**src/rtl/tune_search_pkg.sv**
```systemverilog
package tune_search_pkg;

  typedef enum logic [2:0] {
    ST_IDLE,
    ST_APPLY,
    ST_TEST,
    ST_STEP,
    ST_EVAL,
    ST_PROG
  } tuneState_t;

  typedef struct packed {
    logic clear;
    logic stepPass;
    logic stepFail;
    logic advance;
    logic loadCentre;
    logic capture;
  } tuneStrobes_t;

endpackage

```
**src/rtl/tune_search_dp.sv**
```systemverilog
module tune_search_dp
  import tune_search_pkg::*;
#(
  parameter int TAP_W    = 6,
  parameter int NUM_TAPS = 40
) (
  input  logic               clk,
  input  logic               rst_n,
  input  tuneStrobes_t       strb,
  output logic [TAP_W-1:0]   tapReg,
  output logic [TAP_W-1:0]   chosenReg,
  output logic               isLast,
  output logic               noneFound
);
  localparam int LEN_W    = $clog2(NUM_TAPS + 1);
  localparam int LAST_TAP = NUM_TAPS - 1;

  logic [TAP_W-1:0] idx;
  logic [TAP_W-1:0] endTap;
  logic [LEN_W-1:0] curLen;
  logic [LEN_W-1:0] bestLen;
  logic [LEN_W-1:0] curNext;
  logic [TAP_W-1:0] centre;

  assign curNext   = curLen + LEN_W'(1);
  assign centre    = endTap - TAP_W'(bestLen >> 1);
  assign isLast    = (idx == TAP_W'(LAST_TAP));
  assign noneFound = (bestLen == '0);

  always_ff @(posedge clk) begin
    if (!rst_n) begin
      idx       <= '0;
      endTap    <= '0;
      curLen    <= '0;
      bestLen   <= '0;
      tapReg    <= '0;
      chosenReg <= '0;
    end else if (strb.clear) begin
      idx       <= '0;
      endTap    <= '0;
      curLen    <= '0;
      bestLen   <= '0;
      tapReg    <= '0;
      chosenReg <= '0;
    end else begin
      if (strb.stepPass) begin
        curLen <= curNext;
        if (curNext > bestLen) begin
          bestLen <= curNext;
          endTap  <= idx;
        end
      end
      if (strb.stepFail) curLen <= '0;
      if (strb.advance) begin
        idx    <= idx + TAP_W'(1);
        tapReg <= idx + TAP_W'(1);
      end
      if (strb.loadCentre) tapReg <= centre;
      if (strb.capture) chosenReg <= tapReg;
    end
  end

  AST_TAP_IN_RANGE: assert property (@(posedge clk) disable iff (!rst_n)
    tapReg <= TAP_W'(LAST_TAP));

  AST_BEST_NEVER_SHRINKS: assert property (@(posedge clk) disable iff (!rst_n)
    !strb.clear |=> bestLen >= $past(bestLen));

  AST_FAIL_ZEROES_RUN: assert property (@(posedge clk) disable iff (!rst_n)
    (strb.stepFail && !strb.clear) |=> curLen == '0);

endmodule

```
**src/rtl/tune_search_ctrl.sv**
```systemverilog
module tune_search_ctrl
  import tune_search_pkg::*;
(
  input  logic         clk,
  input  logic         rst_n,
  input  logic         hs200Mode,
  input  logic         start,
  input  logic         tapAck,
  input  logic         tapApplyErr,
  input  logic         testDone,
  input  logic         testPass,
  input  logic         isLast,
  input  logic         noneFound,
  output tuneStrobes_t strb,
  output logic         tapApply,
  output logic         testReq,
  output logic         busy,
  output logic         done,
  output logic         error
);
  tuneState_t state, nextState;
  logic doneSet, errSet;

  always_comb begin
    nextState = state;
    strb      = '0;
    doneSet   = 1'b0;
    errSet    = 1'b0;
    unique case (state)
      ST_IDLE: begin
        if (start && hs200Mode) begin
          strb.clear = 1'b1;
          nextState  = ST_APPLY;
        end
      end
      ST_APPLY: begin
        if (tapAck) begin
          if (tapApplyErr) begin
            strb.stepFail = 1'b1;
            nextState     = ST_STEP;
          end else begin
            nextState = ST_TEST;
          end
        end
      end
      ST_TEST: begin
        if (testDone) begin
          if (testPass) strb.stepPass = 1'b1;
          else          strb.stepFail = 1'b1;
          nextState = ST_STEP;
        end
      end
      ST_STEP: begin
        if (isLast) begin
          nextState = ST_EVAL;
        end else begin
          strb.advance = 1'b1;
          nextState    = ST_APPLY;
        end
      end
      ST_EVAL: begin
        if (noneFound) begin
          errSet    = 1'b1;
          nextState = ST_IDLE;
        end else begin
          strb.loadCentre = 1'b1;
          nextState       = ST_PROG;
        end
      end
      ST_PROG: begin
        if (tapAck) begin
          if (tapApplyErr) begin
            errSet = 1'b1;
          end else begin
            strb.capture = 1'b1;
            doneSet      = 1'b1;
          end
          nextState = ST_IDLE;
        end
      end
      default: nextState = ST_IDLE;
    endcase
  end

  always_ff @(posedge clk) begin
    if (!rst_n) begin
      state <= ST_IDLE;
      done  <= 1'b0;
      error <= 1'b0;
    end else begin
      state <= nextState;
      done  <= doneSet;
      error <= errSet;
    end
  end

  assign tapApply = (state == ST_APPLY) || (state == ST_PROG);
  assign testReq  = (state == ST_TEST);
  assign busy     = (state != ST_IDLE);

  AST_NO_OVERLAP: assert property (@(posedge clk) disable iff (!rst_n)
    !(tapApply && testReq));

  AST_TEST_AFTER_GOOD_APPLY: assert property (@(posedge clk) disable iff (!rst_n)
    $rose(testReq) |-> $past(tapAck && !tapApplyErr));

  AST_START_IGNORED: assert property (@(posedge clk) disable iff (!rst_n)
    (!busy && start && !hs200Mode) |=> !busy);

  AST_DONE_ONE_CYCLE: assert property (@(posedge clk) disable iff (!rst_n)
    done |=> !done);

  AST_ERROR_NOT_DONE: assert property (@(posedge clk) disable iff (!rst_n)
    !(done && error));

endmodule

```
**src/rtl/tune_search.sv**
```systemverilog
module tune_search
  import tune_search_pkg::*;
#(
  parameter int TAP_W    = 6,
  parameter int NUM_TAPS = 40
) (
  input  logic             clk,
  input  logic             rst_n,
  input  logic             hs200Mode,
  input  logic             start,
  output logic [TAP_W-1:0] tapValue,
  output logic             tapApply,
  input  logic             tapAck,
  input  logic             tapApplyErr,
  output logic             testReq,
  input  logic             testDone,
  input  logic             testPass,
  output logic             busy,
  output logic             done,
  output logic             error,
  output logic [TAP_W-1:0] chosenTap
);
  tuneStrobes_t strb;
  logic isLast, noneFound;

  tune_search_ctrl u_ctrl (
    .clk        (clk),
    .rst_n      (rst_n),
    .hs200Mode  (hs200Mode),
    .start      (start),
    .tapAck     (tapAck),
    .tapApplyErr(tapApplyErr),
    .testDone   (testDone),
    .testPass   (testPass),
    .isLast     (isLast),
    .noneFound  (noneFound),
    .strb       (strb),
    .tapApply   (tapApply),
    .testReq    (testReq),
    .busy       (busy),
    .done       (done),
    .error      (error)
  );

  tune_search_dp #(
    .TAP_W   (TAP_W),
    .NUM_TAPS(NUM_TAPS)
  ) u_dp (
    .clk      (clk),
    .rst_n    (rst_n),
    .strb     (strb),
    .tapReg   (tapValue),
    .chosenReg(chosenTap),
    .isLast   (isLast),
    .noneFound(noneFound)
  );

endmodule

```
**config.mk**
```make
export PLATFORM = sky130hd
export DESIGN_NAME = tune_search
export DESIGN_NICKNAME = d
export VERILOG_FILES = /design/src/rtl/tune_search_pkg.sv /design/src/rtl/tune_search_dp.sv /design/src/rtl/tune_search_ctrl.sv /design/src/rtl/tune_search.sv
export SDC_FILE = /design/constraint.sdc
export NUM_CORES = 1
export LEC_CHECK = 0
export ABC_AREA = 1
export BUFFER_PORTS_ARGS = -buffer_cell sky130_fd_sc_hd__buf_2
export CAP_MARGIN = 5
export CORE_MARGIN = 5
export CORE_UTILIZATION = 45
export CTS_CLUSTER_DIAMETER = 200
export DETAILED_ROUTE_END_ITERATION = 10
export PLACE_DENSITY_LB_ADDON = 0.12
export SETUP_SLACK_MARGIN = 0.4
export SKIP_CTS_REPAIR_TIMING = 1
export SLEW_MARGIN = 20
export SYNTH_ARGS = -nofsm -noshare
export SYNTH_HDL_FRONTEND = slang
export SYNTH_HIERARCHICAL = 1
export SYNTH_SLANG_ARGS = --single-unit
```
**constraint.sdc**
```tcl
create_clock -name clk -period 4.8 [get_ports clk]
set_input_delay 0.48 -clock clk [delete_from_list [all_inputs] [get_ports clk]]
set_output_delay 0.48 -clock clk [all_outputs]
set_load 0.1 [all_outputs]
```
**After elaboration in Yosys (flattened, before gate mapping)**

Index checks and enable logic that the tools add are counted.

- $lt $le $gt $ge: 1
- Multiplexer cells: 28
- $mul: 0
- Divide/modulo/power cells: 0
- Shift operators: 0
- Equal/unequal tests: 10
- Reduce and logical (&&, ||, !) cells: 10
- Add/sub/neg operators: 3
- Bitwise gates (word level): 1

Operators with widths:

| kind | number |
|---|---|
| two-way mux 3 bit | 6 |
| case mux 3 bit (6 select lines) | 1 |
| two-way mux 1 bit | 16 |
| adder 6 x 1 -> 6 bit (second input constant) | 2 |
| two-way mux 6 bit | 2 |
| == test 3 x 2 -> 1 bit (second input constant) | 2 |
| == test 3 bit (second input constant) | 2 |
| == test 6 bit (second input constant) | 1 |
| > comparator 6 bit | 1 |
| logical NOT 6 bit | 1 |
| subtractor 6 x 5 -> 6 bit | 1 |
| != test 2 x 1 -> 1 bit (second input constant) | 2 |
| != test 2 bit (second input constant) | 2 |
| case mux 1 bit (2 select lines) | 2 |
| AND reduction 4 bit | 1 |
| == test 3 x 1 -> 1 bit (second input constant) | 1 |
| logical NOT 3 bit | 1 |
| nonzero test 3 bit | 1 |
| OR reduction 3 bit | 1 |
| two-way mux 2 bit | 1 |
| AND reduction 2 bit | 1 |
| nonzero test 2 bit | 1 |
| OR reduction 2 bit | 1 |
| logical AND 1 bit | 1 |
| 2 further kinds | 2 |

- Input bits: 8
- Memory bits (read-only): 0
- Memories kept: 0
- Latch bits: 0
- Word-level logic and storage cells: 62
- Memory bits (writable): 0
- Register bits: 41
- Output and inout bits: 17

**Longest topological paths before layout**

Gate-level depths: netlist of run 1.

- Word-level depth: 5
- Depth in mapped cells: 15
- Depth with buffers taken out: 15

**Modules after synthesis**

Netlist of run 1, hierarchy kept.

By module, submodules not included:

| module | area each (µm²) | cells an instance | times used | sequential area each (µm²) |
|---|---|---|---|---|
| tune_search_dp | 1889.3 | 262 | 1 | 720.7 |
| tune_search_ctrl | 354.1 | 55 | 1 | 100.1 |

**Worst setup path before layout of run 1**

No wires, ideal clock.

- Path type: register -> register
- From: reg u_ctrl.state[1]
- To: reg u_dp.idx[4]
- Setup time: 0.128 ns
- Clock period less this slack: 2.209 ns
- Cell stages (with the launch flop): 8
- Required time: 4.672 ns
- Setup slack: 2.591 ns
- Path buffers: 1
- Data arrival time: 2.082 ns
- Cells stage by stage: dfxtp_1 nor2_2 nand2_1 nor2_1 nor2_4 inv_1 clkbuf_1 nor2_1

RTL lines:

| what | line | source |
|---|---|---|
| start: declaration | tune_search_ctrl.sv:21 | `tuneState_t state, nextState;` |
| start signal: assignment | tune_search_ctrl.sv:91 | `state <= nextState;` |
| end signal: assignment | tune_search_dp.sv:55 | `idx <= idx + TAP_W'(1);` |
| end: declaration | tune_search_dp.sv:18 | `logic [TAP_W-1:0] idx;` |

**Worst setup path after layout of run 1**

- From: reg u_dp.curLen[0]
- To: reg u_dp.bestLen[5]

- Word-level cells in the longest chain between the ends: 3

Ends and longest elaborated chain:

| what | line | source |
|---|---|---|
| start: declaration | tune_search_dp.sv:20 | `logic [LEN_W-1:0] curLen;` |
| start signal: assignment | tune_search_dp.sv:47 | `curLen <= curNext;` |
| adder 6 x 1 -> 6 bit * | tune_search_dp.sv:25 | `assign curNext = curLen + LEN_W'(1);` |
| net u_dp.curNext[5] | tune_search_dp.sv:22 | `logic [LEN_W-1:0] curNext;` |
| > comparator 6 bit | tune_search_dp.sv:48 | `if (curNext > bestLen) begin` |
| AND reduction 2 bit (no line) | n/a |  |
| end signal: assignment | tune_search_dp.sv:49 | `bestLen <= curNext;` |
| end: declaration | tune_search_dp.sv:21 | `logic [LEN_W-1:0] bestLen;` |

Mark *: on every way through the listed nets, which the timed path passes. The rest lies on a longest branch.
A chain may end at the register's enable or synchronous reset.

==> flow_summary.ini, run 1 <==
[power]
combinationalPowerShare_pct = 18.4
ir_drop_uv = 144.3
power.switching_mw = 0.2256
pwr-share-clk_pct = 31.5
netSwitchingFraction_pct = 31.98
intPower_mw = 0.4799
p_per_area_nw_per_um2 = 284.5
leakage_nw = 1.153
power_frac_seq_pct = 50.1

[timing]
hold_viol = 0
worstMarginPinSlew_ps = 834.9
slew-limit-headroom_pct = 43.91
fin_crit_sh_pct = 48.78
timing.hold.ws_ps = 393.6
min_period_ps = 2341
rsz0062_at_grt = false
setup-tns-final_ps = 0
finalClockSkew_ps = 7.787
slew_viol_final = 0
setup_viol = 0
fmax_mhz = 427.1

[cts]
cts_tree = yes
clk_latency_ps = 290
clkSinkCount = 41
cts_made_buffers = 5
clock_path_buffers = 2
cts.clk_slew.worst_paths_ps = 80
cts-root-buf = clkbuf_8
htree_levels = 2

[route]
dr.pass1.iters = 4
vias = 1956
first_iter_violations = 64
post-route-drc-count = 0
viasPerCell = 4.782
antenna_left = 0
wl_um = 4650
drt-wirelength-per-cell_um = 11.37

[finish]
final_util_pct = 51.82
final_nets = 363
syn2layout_area_growth_pct = 10.54
num_antenna_cells = 0
drive_gt1_share_pct = 16.37
stdcell_count = 409
stdcell_area_um2 = 2480

[worst_setup_path]
cp-end-kind = flop
crit_required_ps = 5000
critical_path.max_fanout = 13
rrSetupSlack_ps = 2460
cp.arrival_ps = 2540
setup.worst_path.start_class = flop
path_class = reg2reg

[global_routing]
grtUsageMet2_pct = 27.40
grt_pass1_vias = 1883
grt_util_met1_pct = 20.50
grt_max_degree = 17
gr-usage-met3_pct = 3.812
overflow = 0
track_usage_pct = 16.44
antenna_found_initial = 0
top_usage_layer = met2
grt_pass1_wl_um = 8314

[die]
row_count = 25
start_util_pct = 46.88
core_area_um2 = 4786
die_area_um2 = 6497
io_pins = 25
chipWidth_um = 80.61
fp.dieH_um = 80.61

[synth]
synth_cell_types = 35
netlist.area_leader.share_pct = 36.59
synth_top_cell_by_area = dfxtp_1
netlist_instances = 317
synthFlopType = dfxtp_1
synth_nets = 339
syn_area_per_cell_um2 = 7.077
async_reset_ff_share_pct = 0
yosysSeqAreaShare_pct = 36.59
ys_ff_latch = 41
yosysWarnings = 6
synth_area_leaders = dfxtp_1, nand2_1, nor2_1, ha_1, inv_1
synth_edf_count = 0
synthesis.area_um2 = 2243

[placed_design]
dp_cells = 401
placed_area_um2 = 2394
dpl.hpwl_um = 3648
gp_congestion = 0.8268
port_buffers = 24

[hold_path]
worst_hold_path_type = in2reg

[outcome]
status = completed

[flow_run]
drv_cap = 0
-- cells in the final DEF (no fill, tap or decap), types with 2 or more instances in the layout --
cell	Yosys	layout
clkinv_2	0	2
buf_2	1	24
ha_1	13	13
nor3_1	3	3
o21ai_0	18	18
a31oi_1	3	3
a21oi_1	24	24
xor2_1	6	6
inv_1	38	38
nor2_1	45	45
o21ai_1	4	4
or2_2	2	2
nand4_1	2	2
clkbuf_8	0	5
nand2_2	4	4
nand2_1	65	65
nor2_2	5	5
inv_2	6	6
nand3_1	17	17
nor2_4	2	2
dfxtp_1	41	41
-- power groups by stage --
stage	sequential (mW)	clock, mW	combinational (mW)
after global routing	0.355	0.251	0.145
after global placement	0.361	0	0.130
after CTS	0.353	0.231	0.131
after detailed placement	0.361	0	0.131
final	0.353	0.222	0.130
after floorplan	0.362	0	0.107
-- cell type report --
| cell class | instances | area [µm²] |
|---|---|---|
| clock buffer | 5 | 68.82 |
| multi-input combinational | 225 | 1204 |
| clock inverter | 3 | 17.52 |
| inverter | 44 | 165.2 |
| fill | 513 | 2306 |
| timing repair buffer | 24 | 120.1 |
| tap | 67 | 83.83 |
| sequential | 41 | 820.8 |
-- path summary, 6_finish.rpt --
kind | start | depth (start not counted) | end
max | u_dp/curLen[0] | 15 | u_dp/bestLen[5]
min | tapApplyErr | 2 | u_ctrl/done
max reg2reg | u_dp/curLen[0] | 15 | u_dp/bestLen[5]
min reg2reg | u_dp/chosenReg[5] | 2 | u_dp/chosenReg[5]
-- critical path, stage by stage, from the launching register on --
cell     delay (ps)
dfxtp_1         420
nand3_1         140
nor2_1          110
nand2_1          70
xor2_1          160
inv_1            80
ha_1            300
nand2_1          80
nor2_2          140
o21ai_0         100
nand3_1          90
nand2_2         150
inv_2           230
nand2_1          80
nand2_1          60
nor2_1           40
-- through the flow --
step           worst slack [ps]  total power [mW]
4_1_cts                    2451            0.7157
6_report                   2459            0.7055
2_1_floorplan              2591            0.4685
3_3_place_gp               2601            0.4915
5_1_grt                    2140            0.7507
3_5_place_dp               2473            0.4923
-- synth_stat cells, drive strengths merged (2+ instances only) --
cell type   n
ha         13
a31oi       4
nand4       2
dfxtp      41
a21oi      25
buf         6
nor3        3
nand3      18
nor2       52
o21ai      22
xor2        6
inv        44
nand2      69
or2         2
-- per-layer routing --
metal  vias up  share of wire [%]
li1       1063                  -
met1       853                 49
met2        32                 45
met3         8                4.0
met4         0                1.6
met5         -                  0
-- state kept, by name, indices dropped and copies added (netlist names) --
register	cells
u_ctrl/error	1
u_dp/chosenReg	6
u_ctrl/done	1
u_dp/tapReg	6
u_dp/endTap	6
u_ctrl/state	3
u_dp/bestLen	6
u_dp/idx	6
u_dp/curLen	6
-- cells by family after synthesis --
logic type,Yosys count,synth area share (%)
and+or+nand+nor,149,29.11
AOI/OAI and AO/OA,55,13.66
buffers and inverters,51,9.760
DFF,41,36.59
adders and majority gates,14,8.143
xor gates and xnor gates,7,2.733
Power figures use the tool's default switching activity.
==> inputs of run 2 (changes only) <==
Clock period 4.8 ns to 2.16 ns, I/O delays scaled along.
==> flow_summary.ini, run 2 (synthesis results as in run 1) <==
[cts]
htree_levels = 2
clkSinkCount = 41
clk_latency_ps = 290
clock_path_buffers = 2
cts-root-buf = clkbuf_8
cts_made_buffers = 5
cts.clk_slew.worst_paths_ps = 80
cts_tree = yes

[finish]
layout_commonest_cell = nand2_1
final_nets = 380
mostFrequentLayoutCells = nand2_1, nor2_1, inv_1, dfxtp_1
register_area_um2 = 835.8
num_antenna_cells = 0
stdcell_area_um2 = 2810
multiInputGateArea_um2 = 1323
stdcell_count = 426
drive_gt1_share_pct = 29.53
syn2layout_area_growth_pct = 25.27
n_fill_cell = 467

[placed_design]
dp_cells = 411
port_buffers = 24
gp_congestion = 0.8553
pre_cts_slack_ps = 83.05
placed_area_um2 = 2486
dpl.hpwl_um = 3768

[worst_setup_path]
setup.worst_path.start_class = flop
crit_required_ps = 2350
path_delay_family = adder cells
cp_cell_sequence = ha_1 > nand3_1 > xor2_1 > ha_1 > nand2_4 > nor2_4 > a31oi_2 > nand2_4 > buf_6 > o21ai_2 > nor2_1
cpPeakStageDelay_ps = 350
cp.arrival_ps = 2250
critPathBufInv = 1
cp_slowest_cell = dfxtp_4
path_class = reg2reg
cp-end-kind = flop
critical_path.max_fanout = 5

[timing]
fmax_mhz = 484.3
setup_viol = 0
slew_viol_final = 0
setup_ws_ps = 95.04
finalClockSkew_ps = 10.72
setup-tns-final_ps = 0
worstMarginPinSlew_ps = 486.9
rsz0062_at_grt = true
fin_crit_sh_pct = 95.60
hold_viol = 0
slew-limit-headroom_pct = 67.76
min_period_ps = 2065

[power]
p_per_area_nw_per_um2 = 659.3
finalPower_mw = 1.853
ir_drop_uv = 308.8
leakage_nw = 1.282

[die]
die_area_um2 = 6497
fp.dieH_um = 80.61
core_area_um2 = 4786
row_count = 25
chipWidth_um = 80.61
io_pins = 25
start_util_pct = 46.88

[route]
post-route-drc-count = 0
drt-wirelength-per-cell_um = 12.02
antenna_left = 0
first_iter_violations = 80
vias = 2087
dr.pass1.iters = 4
viasPerCell = 4.899
wl_um = 5122

[flow_run]
drv_cap = 0

[global_routing]
grt_pass1_wl_um = 8314
grt_max_degree = 16
track_usage_pct = 16.35
grt_pass1_vias = 1919
antenna_found_initial = 0
overflow = 0

[outcome]
status = completed

[hold_path]
worst_hold_path_type = in2reg
==> run 2: changes by cell type in the layout (fill, tap and decap cells not counted), moves of 3 or more <==
cell	previous run	this run
nand2_4	0	3
dfxtp_2	0	6
nand3_2	1	4
inv_1	38	33
o21ai_0	18	8
o21ai_2	0	9
dfxtp_1	41	33
buf_4	0	15
nand3_1	17	14
==> run 2: metrics by stage <==
stage / util, % / hold WS, ps
finish: 58.72 / 132.1
global route: 58.72 / 116.1
CTS: 54.82 / 119.8
detailed placement: 51.95 / 437.8
global placement: 51.95 / 438.7
floorplan: - / 289.5
==> run 2: power by group <==
group | switching [mW] | internal, mW
Clock | 0.270 | 0.465
Sequential | 0.0171 | 0.767
Combinational | 0.233 | 0.0995
==> run 2: worst paths after layout <==
| path | cells past startpoint | slack [ps] | to | from |
|---|---|---|---|---|
| setup / recovery | 11 | 100 | u_dp/endTap[2] | u_dp/curLen[0] |
| hold / removal | 2 | 130 | u_ctrl/done | tapApplyErr |
| setup reg to reg | 11 | 100 | u_dp/endTap[2] | u_dp/curLen[0] |
| hold reg to reg | 2 | 460 | u_dp/chosenReg[2] | u_dp/chosenReg[2] |
==> run 2: area by class of cell <==
type / instances / area share, %
repair buffers: 41 / 9.083
flip-flops and latches: 41 / 29.74
clock buffers: 5 / 2.449
clock inverters: 3 / 2.449
well taps: 67 / 2.983
multi-input cells: 225 / 47.06
inverters: 44 / 6.233
==> run 2: routing by layer <==
layer	global-route usage, %	vias up	wire length (µm)
met2	25.99	45	2374
li1	-	1095	-
met5	0	-	0
met4	7.095	0	104
met1	20.96	937	2427
met3	3.924	10	215
